<file path="src/rtl/devdma_pkg.sv">
package devdma_pkg;

  // Register byte offsets on the configuration port
  localparam logic [7:0] OFS_DEST   = 8'h00;
  localparam logic [7:0] OFS_COUNT  = 8'h04;
  localparam logic [7:0] OFS_CTRL   = 8'h08;
  localparam logic [7:0] OFS_REGION = 8'h84;
  localparam logic [7:0] OFS_STATUS = 8'h88;

  // Commands decoded from register writes toward the transfer engine
  typedef struct packed {
    logic start;
    logic stop;
    logic cnt_we;
  } xfer_cmd_t;

endpackage

</file>
<file path="src/rtl/bridge_rst_sync.sv">
module bridge_rst_sync #(
  parameter int STAGES = 2
) (
  input  logic clk,
  input  logic rst_n,
  output logic rst_sync_n
);

  logic [STAGES-1:0] sync_q;

  always_ff @(posedge clk or negedge rst_n) begin
    if (!rst_n) sync_q <= '0;
    else        sync_q <= {sync_q[STAGES-2:0], 1'b1};
  end

  assign rst_sync_n = sync_q[STAGES-1];

endmodule

</file>
<file path="src/rtl/bridge_regs.sv">
module bridge_regs
  import devdma_pkg::*;
#(
  parameter int ADDR_W     = 32,
  parameter int CNT_W      = 32,
  parameter int REGION_W   = 1,
  parameter int ALIGN_BITS = 5
) (
  input  logic                clk,
  input  logic                rst_n,
  input  logic                cfg_wr,
  input  logic [7:0]          cfg_addr,
  input  logic [31:0]         cfg_wdata,
  output logic [31:0]         cfg_rdata,
  input  logic                run,
  input  logic [CNT_W-1:0]    count,
  input  logic                done_evt,
  output logic [ADDR_W-1:0]   dest,
  output logic [REGION_W-1:0] region,
  output xfer_cmd_t           cmd,
  output logic [CNT_W-1:0]    cnt_wval
);

  logic [ADDR_W-1:0]   dest_q, dest_n;
  logic [REGION_W-1:0] region_q, region_n;
  logic                sticky_q, sticky_n;
  logic                hit_dest, hit_count, hit_ctrl, hit_region, hit_status;

  always_comb begin
    hit_dest   = cfg_wr && (cfg_addr == OFS_DEST);
    hit_count  = cfg_wr && (cfg_addr == OFS_COUNT);
    hit_ctrl   = cfg_wr && (cfg_addr == OFS_CTRL);
    hit_region = cfg_wr && (cfg_addr == OFS_REGION);
    hit_status = cfg_wr && (cfg_addr == OFS_STATUS);
  end

  // Commands toward the transfer engine; programming is locked while running
  always_comb begin
    cmd.start  = hit_ctrl && cfg_wdata[0] && !run;
    cmd.stop   = hit_ctrl && !cfg_wdata[0];
    cmd.cnt_we = hit_count && !run;
    cnt_wval   = {cfg_wdata[CNT_W-1:ALIGN_BITS], {ALIGN_BITS{1'b0}}};
  end

  // Next state
  always_comb begin
    dest_n   = dest_q;
    region_n = region_q;
    sticky_n = sticky_q;
    if (hit_dest && !run) dest_n = cfg_wdata[ADDR_W-1:0];
    if (hit_region)       region_n = cfg_wdata[REGION_W-1:0];
    if (hit_status && cfg_wdata[0]) sticky_n = 1'b0;
    if (done_evt)         sticky_n = 1'b1;
  end

  // Registers
  always_ff @(posedge clk or negedge rst_n) begin
    if (!rst_n) begin
      dest_q   <= '0;
      region_q <= '0;
      sticky_q <= 1'b0;
    end else begin
      dest_q   <= dest_n;
      region_q <= region_n;
      sticky_q <= sticky_n;
    end
  end

  // Read mux; the region select is write-only
  always_comb begin
    unique case (cfg_addr)
      OFS_DEST:   cfg_rdata = 32'(dest_q);
      OFS_COUNT:  cfg_rdata = 32'(count);
      OFS_CTRL:   cfg_rdata = {31'b0, run};
      OFS_STATUS: cfg_rdata = {31'b0, sticky_q};
      default:    cfg_rdata = 32'b0;
    endcase
  end

  assign dest   = dest_q;
  assign region = region_q;

endmodule

</file>
<file path="src/rtl/bridge_xfer.sv">
module bridge_xfer
  import devdma_pkg::*;
#(
  parameter int ADDR_W      = 32,
  parameter int CNT_W       = 32,
  parameter int BEAT_W      = 64,
  parameter int BURST_BYTES = 32
) (
  input  logic              clk,
  input  logic              rst_n,
  input  xfer_cmd_t         cmd,
  input  logic [CNT_W-1:0]  cnt_wval,
  input  logic [ADDR_W-1:0] dest,
  input  logic              beat_valid,
  input  logic [BEAT_W-1:0] beat_data,
  output logic              run,
  output logic [CNT_W-1:0]  count,
  output logic              dma_req,
  output logic              mem_we,
  output logic [ADDR_W-1:0] mem_addr,
  output logic [BEAT_W-1:0] mem_wdata,
  output logic              done_pulse
);

  localparam int BEAT_BYTES = BEAT_W / 8;
  localparam int BEATS      = BURST_BYTES / BEAT_BYTES;
  localparam int IDX_W      = (BEATS > 1) ? $clog2(BEATS) : 1;

  logic              run_q, run_n;
  logic [CNT_W-1:0]  count_q, count_n;
  logic [ADDR_W-1:0] ptr_q, ptr_n;
  logic [IDX_W-1:0]  idx_q, idx_n;
  logic              we_q, we_n;
  logic [ADDR_W-1:0] waddr_q, waddr_n;
  logic [BEAT_W-1:0] wdata_q;
  logic              done_q, done_n;
  logic              accept, last_beat, finish;

  always_comb begin
    accept = run_q && beat_valid && (count_q != '0) && !cmd.stop;
    finish = run_q && (count_q == '0) && !cmd.stop;
  end

  // Burst position: a single-beat burst needs no index
  generate
    if (BEATS > 1) begin : g_multi_beat
      always_comb begin
        last_beat = (idx_q == IDX_W'(BEATS - 1));
        idx_n     = idx_q;
        if (cmd.start)   idx_n = '0;
        else if (accept) idx_n = last_beat ? '0 : idx_q + 1'b1;
      end
    end else begin : g_single_beat
      always_comb begin
        last_beat = 1'b1;
        idx_n     = '0;
      end
    end
  endgenerate

  // Next state
  always_comb begin
    run_n   = run_q;
    count_n = count_q;
    ptr_n   = ptr_q;
    we_n    = accept;
    waddr_n = waddr_q;
    done_n  = finish;
    if (cmd.start)        run_n = 1'b1;
    if (cmd.stop)         run_n = 1'b0;
    if (finish)           run_n = 1'b0;
    if (cmd.cnt_we)       count_n = cnt_wval;
    else if (accept && last_beat)
                          count_n = count_q - CNT_W'(BURST_BYTES);
    if (cmd.start)        ptr_n = dest;
    else if (accept)      ptr_n = ptr_q + ADDR_W'(BEAT_BYTES);
    if (accept)           waddr_n = ptr_q;
  end

  // Registers
  always_ff @(posedge clk or negedge rst_n) begin
    if (!rst_n) begin
      run_q   <= 1'b0;
      count_q <= '0;
      ptr_q   <= '0;
      idx_q   <= '0;
      we_q    <= 1'b0;
      waddr_q <= '0;
      done_q  <= 1'b0;
    end else begin
      run_q   <= run_n;
      count_q <= count_n;
      ptr_q   <= ptr_n;
      idx_q   <= idx_n;
      we_q    <= we_n;
      waddr_q <= waddr_n;
      done_q  <= done_n;
    end
  end

  // Data path register with explicit clock enable
  always_ff @(posedge clk or negedge rst_n) begin
    if (!rst_n)      wdata_q <= '0;
    else if (accept) wdata_q <= beat_data;
  end

  assign run        = run_q;
  assign count      = count_q;
  assign dma_req    = run_q && (count_q != '0);
  assign mem_we     = we_q;
  assign mem_addr   = waddr_q;
  assign mem_wdata  = wdata_q;
  assign done_pulse = done_q;

endmodule

</file>
<file path="src/rtl/devdma_rx_bridge.sv">
module devdma_rx_bridge
  import devdma_pkg::*;
#(
  parameter int ADDR_W      = 32,
  parameter int CNT_W       = 32,
  parameter int BEAT_W      = 64,
  parameter int BURST_BYTES = 32,
  parameter int REGION_W    = 1
) (
  input  logic                clk,
  input  logic                rst_n,
  input  logic                cfg_wr,
  input  logic [7:0]          cfg_addr,
  input  logic [31:0]         cfg_wdata,
  output logic [31:0]         cfg_rdata,
  output logic                dma_req,
  input  logic                beat_valid,
  input  logic [BEAT_W-1:0]   beat_data,
  output logic                mem_we,
  output logic [ADDR_W-1:0]   mem_addr,
  output logic [BEAT_W-1:0]   mem_wdata,
  output logic [REGION_W-1:0] mem_region,
  output logic                done_pulse
);

  localparam int ALIGN_BITS = $clog2(BURST_BYTES);

  logic              rst_sync_n;
  logic              run_w;
  logic [CNT_W-1:0]  count_w;
  logic [ADDR_W-1:0] dest_w;
  logic [CNT_W-1:0]  cnt_wval_w;
  xfer_cmd_t         cmd_w;

  bridge_rst_sync #(.STAGES(2)) u_rst (
    .clk        (clk),
    .rst_n      (rst_n),
    .rst_sync_n (rst_sync_n)
  );

  bridge_regs #(
    .ADDR_W     (ADDR_W),
    .CNT_W      (CNT_W),
    .REGION_W   (REGION_W),
    .ALIGN_BITS (ALIGN_BITS)
  ) u_regs (
    .clk       (clk),
    .rst_n     (rst_sync_n),
    .cfg_wr    (cfg_wr),
    .cfg_addr  (cfg_addr),
    .cfg_wdata (cfg_wdata),
    .cfg_rdata (cfg_rdata),
    .run       (run_w),
    .count     (count_w),
    .done_evt  (done_pulse),
    .dest      (dest_w),
    .region    (mem_region),
    .cmd       (cmd_w),
    .cnt_wval  (cnt_wval_w)
  );

  bridge_xfer #(
    .ADDR_W      (ADDR_W),
    .CNT_W       (CNT_W),
    .BEAT_W      (BEAT_W),
    .BURST_BYTES (BURST_BYTES)
  ) u_xfer (
    .clk        (clk),
    .rst_n      (rst_sync_n),
    .cmd        (cmd_w),
    .cnt_wval   (cnt_wval_w),
    .dest       (dest_w),
    .beat_valid (beat_valid),
    .beat_data  (beat_data),
    .run        (run_w),
    .count      (count_w),
    .dma_req    (dma_req),
    .mem_we     (mem_we),
    .mem_addr   (mem_addr),
    .mem_wdata  (mem_wdata),
    .done_pulse (done_pulse)
  );

endmodule

</file>
<file path="config.mk">
export PLATFORM = sky130hd
export DESIGN_NAME = devdma_rx_bridge
export DESIGN_NICKNAME = d
export VERILOG_FILES = /design/src/rtl/devdma_pkg.sv /design/src/rtl/bridge_rst_sync.sv /design/src/rtl/bridge_regs.sv /design/src/rtl/bridge_xfer.sv /design/src/rtl/devdma_rx_bridge.sv
export SDC_FILE = /design/constraint.sdc
export NUM_CORES = 1
export LEC_CHECK = 0
export ABC_CLOCK_PERIOD_IN_PS = 6030
export BUFFER_PORTS_ARGS = -buffer_cell sky130_fd_sc_hd__buf_2
export CAP_MARGIN = 25
export CORE_MARGIN = 4
export CORE_UTILIZATION = 48
export CTS_CLUSTER_DIAMETER = 200
export DETAILED_ROUTE_END_ITERATION = 10
export HOLD_SLACK_MARGIN = 0.12
export PLACE_DENSITY_LB_ADDON = 0.08
export SLEW_MARGIN = 25
export SYNTH_ARGS = -nofsm -noshare
export SYNTH_HDL_FRONTEND = slang
export SYNTH_SLANG_ARGS = --single-unit
export TNS_END_PERCENT = 30
</file>
<file path="constraint.sdc">
create_clock -name clk -period 6.03 [get_ports clk]
set_input_delay 1.206 -clock clk [delete_from_list [all_inputs] [get_ports clk]]
set_output_delay 1.206 -clock clk [all_outputs]
set_load 0.02 [all_outputs]
</file>
==> out/metrics.yaml <==
drt:
  wl_mm: 24.0
  antenna_left: 0
  drt_iter0_markers: 434
  firstDrtPassIters: 4
  vias: 7608
  via_per_inst: 5.37
  routedWlPerCell_um: 16.9
  drc: 0
clocking:
  numCtsBuffers: 17
  clk_latency_ns: 0.43
  cts_resized: 0
  cts_tree: "yes"
  clockBufferDepth: 2
  clockRootBuffer: "clkbuf_16"
  clock-sinks: 196
  htree_levels: 4
  clk_pin_slew_ns: 0.07
  cts-hold-fix-buffers: 0
  postCtsSetupBuffers: 0
setup_path:
  endpoint_kind: "primary output"
  setup.worst_path.class: "input pin to primary output"
  cp_data_required_time_ns: 4.82
  crit_path_start_kind: "input pin"
  arrival_ns: 3.00
  path_max_fanout: 22
global_routing:
  overflow: 0
  grt_max_degree: 154
  antenna_found_initial: 2
  grt_usage_pct: 22.9
  grt_pass1_wl_mm: 37.9
  grt_pass1_vias: 7342
floorplanning:
  num_rows: 49
  initial_utilization_pct: 49.4
  dieWidth_um: 145
  die_y_um: 145
  dieArea_um2: 20900
  core-area_um2: 18100
  io_pins: 240
synth:
  yosysTopAreaCell: "dfrtp_1"
  avgSynthCellArea_um2: 9.35
  synth-seq-cells: 196
  seq_area_frac_synth_pct: 54.7
  syn_nets: 1070
  synth_top_cells_by_count: "nand2_1, dfrtp_1, nor2_1, mux2_2, a21oi_1"
  synth_cell_type_count: 59
  synth_async_sr_flop_share_pct: 100
  synth-xor-area-share_pct: 2.34
  synthAdderAreaFrac_pct: 0.419
  synth.area.mux_share_pct: 4.38
  synthTopCellsByArea: "dfrtp_1, nand2_1, mux2_2"
  synth_edf_count: 0
  syn_area_um2: 8970
  synth_compound_area_share_pct: 10.4
  yosys.area.top_type_share_pct: 54.7
  synth-main-ff-cell: "dfrtp_1"
  synth_top_family_by_area: "simple AND/OR/NAND/NOR gates"
  synth-simple-area-share_pct: 24.7
  netlist_instances: 959
  post-synth-top-count-cell: "nand2_1"
  ys_warn_count: 0
placed_design:
  portBuffers: 239
  routabilityCongestion: 0.843
  dp.cells: 1387
  dpl_cell_area_um2: 10300
  hpwl_mm: 16.9
pwr:
  finalPower_mw: 3.34
  p_leak_nw: 5.93
  power_density_nw_per_um2: 305
  ir_worst_vdd_mv: 0.194
cells_and_area:
  final_cells: 1418
  antenna-diode-count: 0
  layout-drive-gt1-share_pct: 27.8
  fin_nets: 1288
  area_delta_synth_final_pct: 21.9
  design_area_um2: 10900
timing:
  fin_crit_ns: 4.20
  drv_slew: 0
  skew_ns: 0.0127
  hold_violations: 0
  whs_ns: 0.325
  rsz0062_at_grt: "no"
  worst_slew_pin_slew_ns: 0.886
  setup_viol: 0
  max_freq_mhz: 238
  relSlewSlack_pct: 40.5
  finalCritPeriodShare_pct: 69.7
  tns_ns: 0
run:
  drv_cap: 0
outcome:
  status: "finished clean"
hold_path:
  hp-class: "flip-flop to asynchronous set/reset pin"
logic make-up (layout without fill, tap and decap cells):
family / Yosys count / in the layout
AOI/OAI and AO/OA: 132 / 132
xor gates and xnor gates: 24 / 24
adders and majority gates: 3 / 3
buffers and inverters: 60 / 290
DFF: 196 / 196
muxes: 35 / 35
other: 1 / 1
and+or+nand+nor: 508 / 508
cell usage in the layout, fill, tap and decap left out, types with 4 or more instances in the layout:
| cell type | synthesis | routed |
|---|---|---|
| nand2_1 | 341 | 341 |
| buf_2 | 24 | 239 |
| dfrtp_1 | 196 | 195 |
| nor2_1 | 47 | 47 |
| mux2_2 | 34 | 34 |
| a21oi_1 | 33 | 33 |
| nand3_1 | 31 | 31 |
| a22o_1 | 26 | 26 |
| o21ai_0 | 23 | 23 |
| xnor2_1 | 21 | 21 |
| nor4_1 | 19 | 18 |
| nor3_1 | 18 | 17 |
| clkbuf_16 | 0 | 17 |
| buf_4 | 1 | 12 |
| a221o_1 | 11 | 11 |
| o31ai_1 | 8 | 8 |
| or4_1 | 7 | 7 |
| and2_1 | 6 | 6 |
| nand4_1 | 6 | 6 |
| or3_1 | 6 | 6 |
| inv_1 | 6 | 6 |
| inv_6 | 0 | 6 |
| and3_1 | 5 | 5 |
| nand4b_1 | 5 | 5 |
| a31oi_1 | 4 | 4 |
| and4_1 | 4 | 4 |
cell type report:
cell class / count / area, µm²
Clock buffer: 20 / 457
Clock inverter: 11 / 139
Fill cell: 1622 / 7210
Inverter: 7 / 27.5
Multi-Input combinational cell: 703 / 3810
Sequential cell: 196 / 4910
Tap cell: 229 / 287
Timing Repair Buffer: 252 / 1310
registers in the layout, summed over array words and instances, names as in the netlist:
| signal | cells |
|---|---|
| u_xfer.mem_addr | 32 |
| u_xfer.count | 27 |
| u_rst.sync_q | 2 |
| u_xfer.mem_we | 1 |
| u_xfer.run | 1 |
| u_xfer.idx_q | 2 |
| u_regs.region | 1 |
| u_regs.sticky_q | 1 |
| u_xfer.done_pulse | 1 |
| u_xfer.ptr_q | 32 |
| u_regs.dest | 32 |
| u_xfer.mem_wdata | 64 |
path summary, 6_finish.rpt:
kind                                  from  cells after the start  slack, ns          endpoint
max                            cfg_addr[1]                      7       1.83     cfg_rdata[12]
min                        u_rst.sync_q[1]                      0       0.32   u_regs.dest[23]
max reg2reg                u_xfer.count[7]                      8       2.08  u_xfer.ptr_q[15]
min reg2reg                u_rst.sync_q[1]                      0       0.32   u_regs.dest[23]
max in group asynchronous  u_rst.sync_q[1]                      1       4.44   u_xfer.ptr_q[5]
min in group clk           u_rst.sync_q[0]                      0       0.36   u_rst.sync_q[1]
through the flow:
stage | utilization (%) | setup slack, ns
2_1_floorplan | - | 0.164
3_3_place_gp | 57.0 | 1.61
3_5_place_dp | 57.0 | 1.53
5_1_grt | 60.3 | 1.54
6_report | 60.3 | 1.83
4_1_cts | 60.2 | 1.85
where the power goes:
group / internal [mW] / switching [mW] / leakage (nW)
logic: 0.213 / 0.390 / 2.98
clock network: 0.643 / 0.507 / 0.293
registers: 1.48 / 0.111 / 2.66
total: 2.33 / 1.01 / 5.93
critical path, stage by stage:
cell and delay, ns:
buf_2 0.10, nor3_1 0.25, nand2_1 0.17, nor4b_4 0.47, buf_4 0.39, a22o_1 0.23, buf_2 0.18
layer usage:
| metal | share of wire [%] | up-vias | track usage, % |
|---|---|---|---|
| met5 | 0.088 | - | 0 |
| met4 | 1.3 | 4 | 5.84 |
| met3 | 6.7 | 28 | 5.19 |
| met2 | 45 | 245 | 36.7 |
| met1 | 46 | 3613 | 32.0 |
| li1 | - | 3718 | - |
Power figures use the tool's default switching activity.
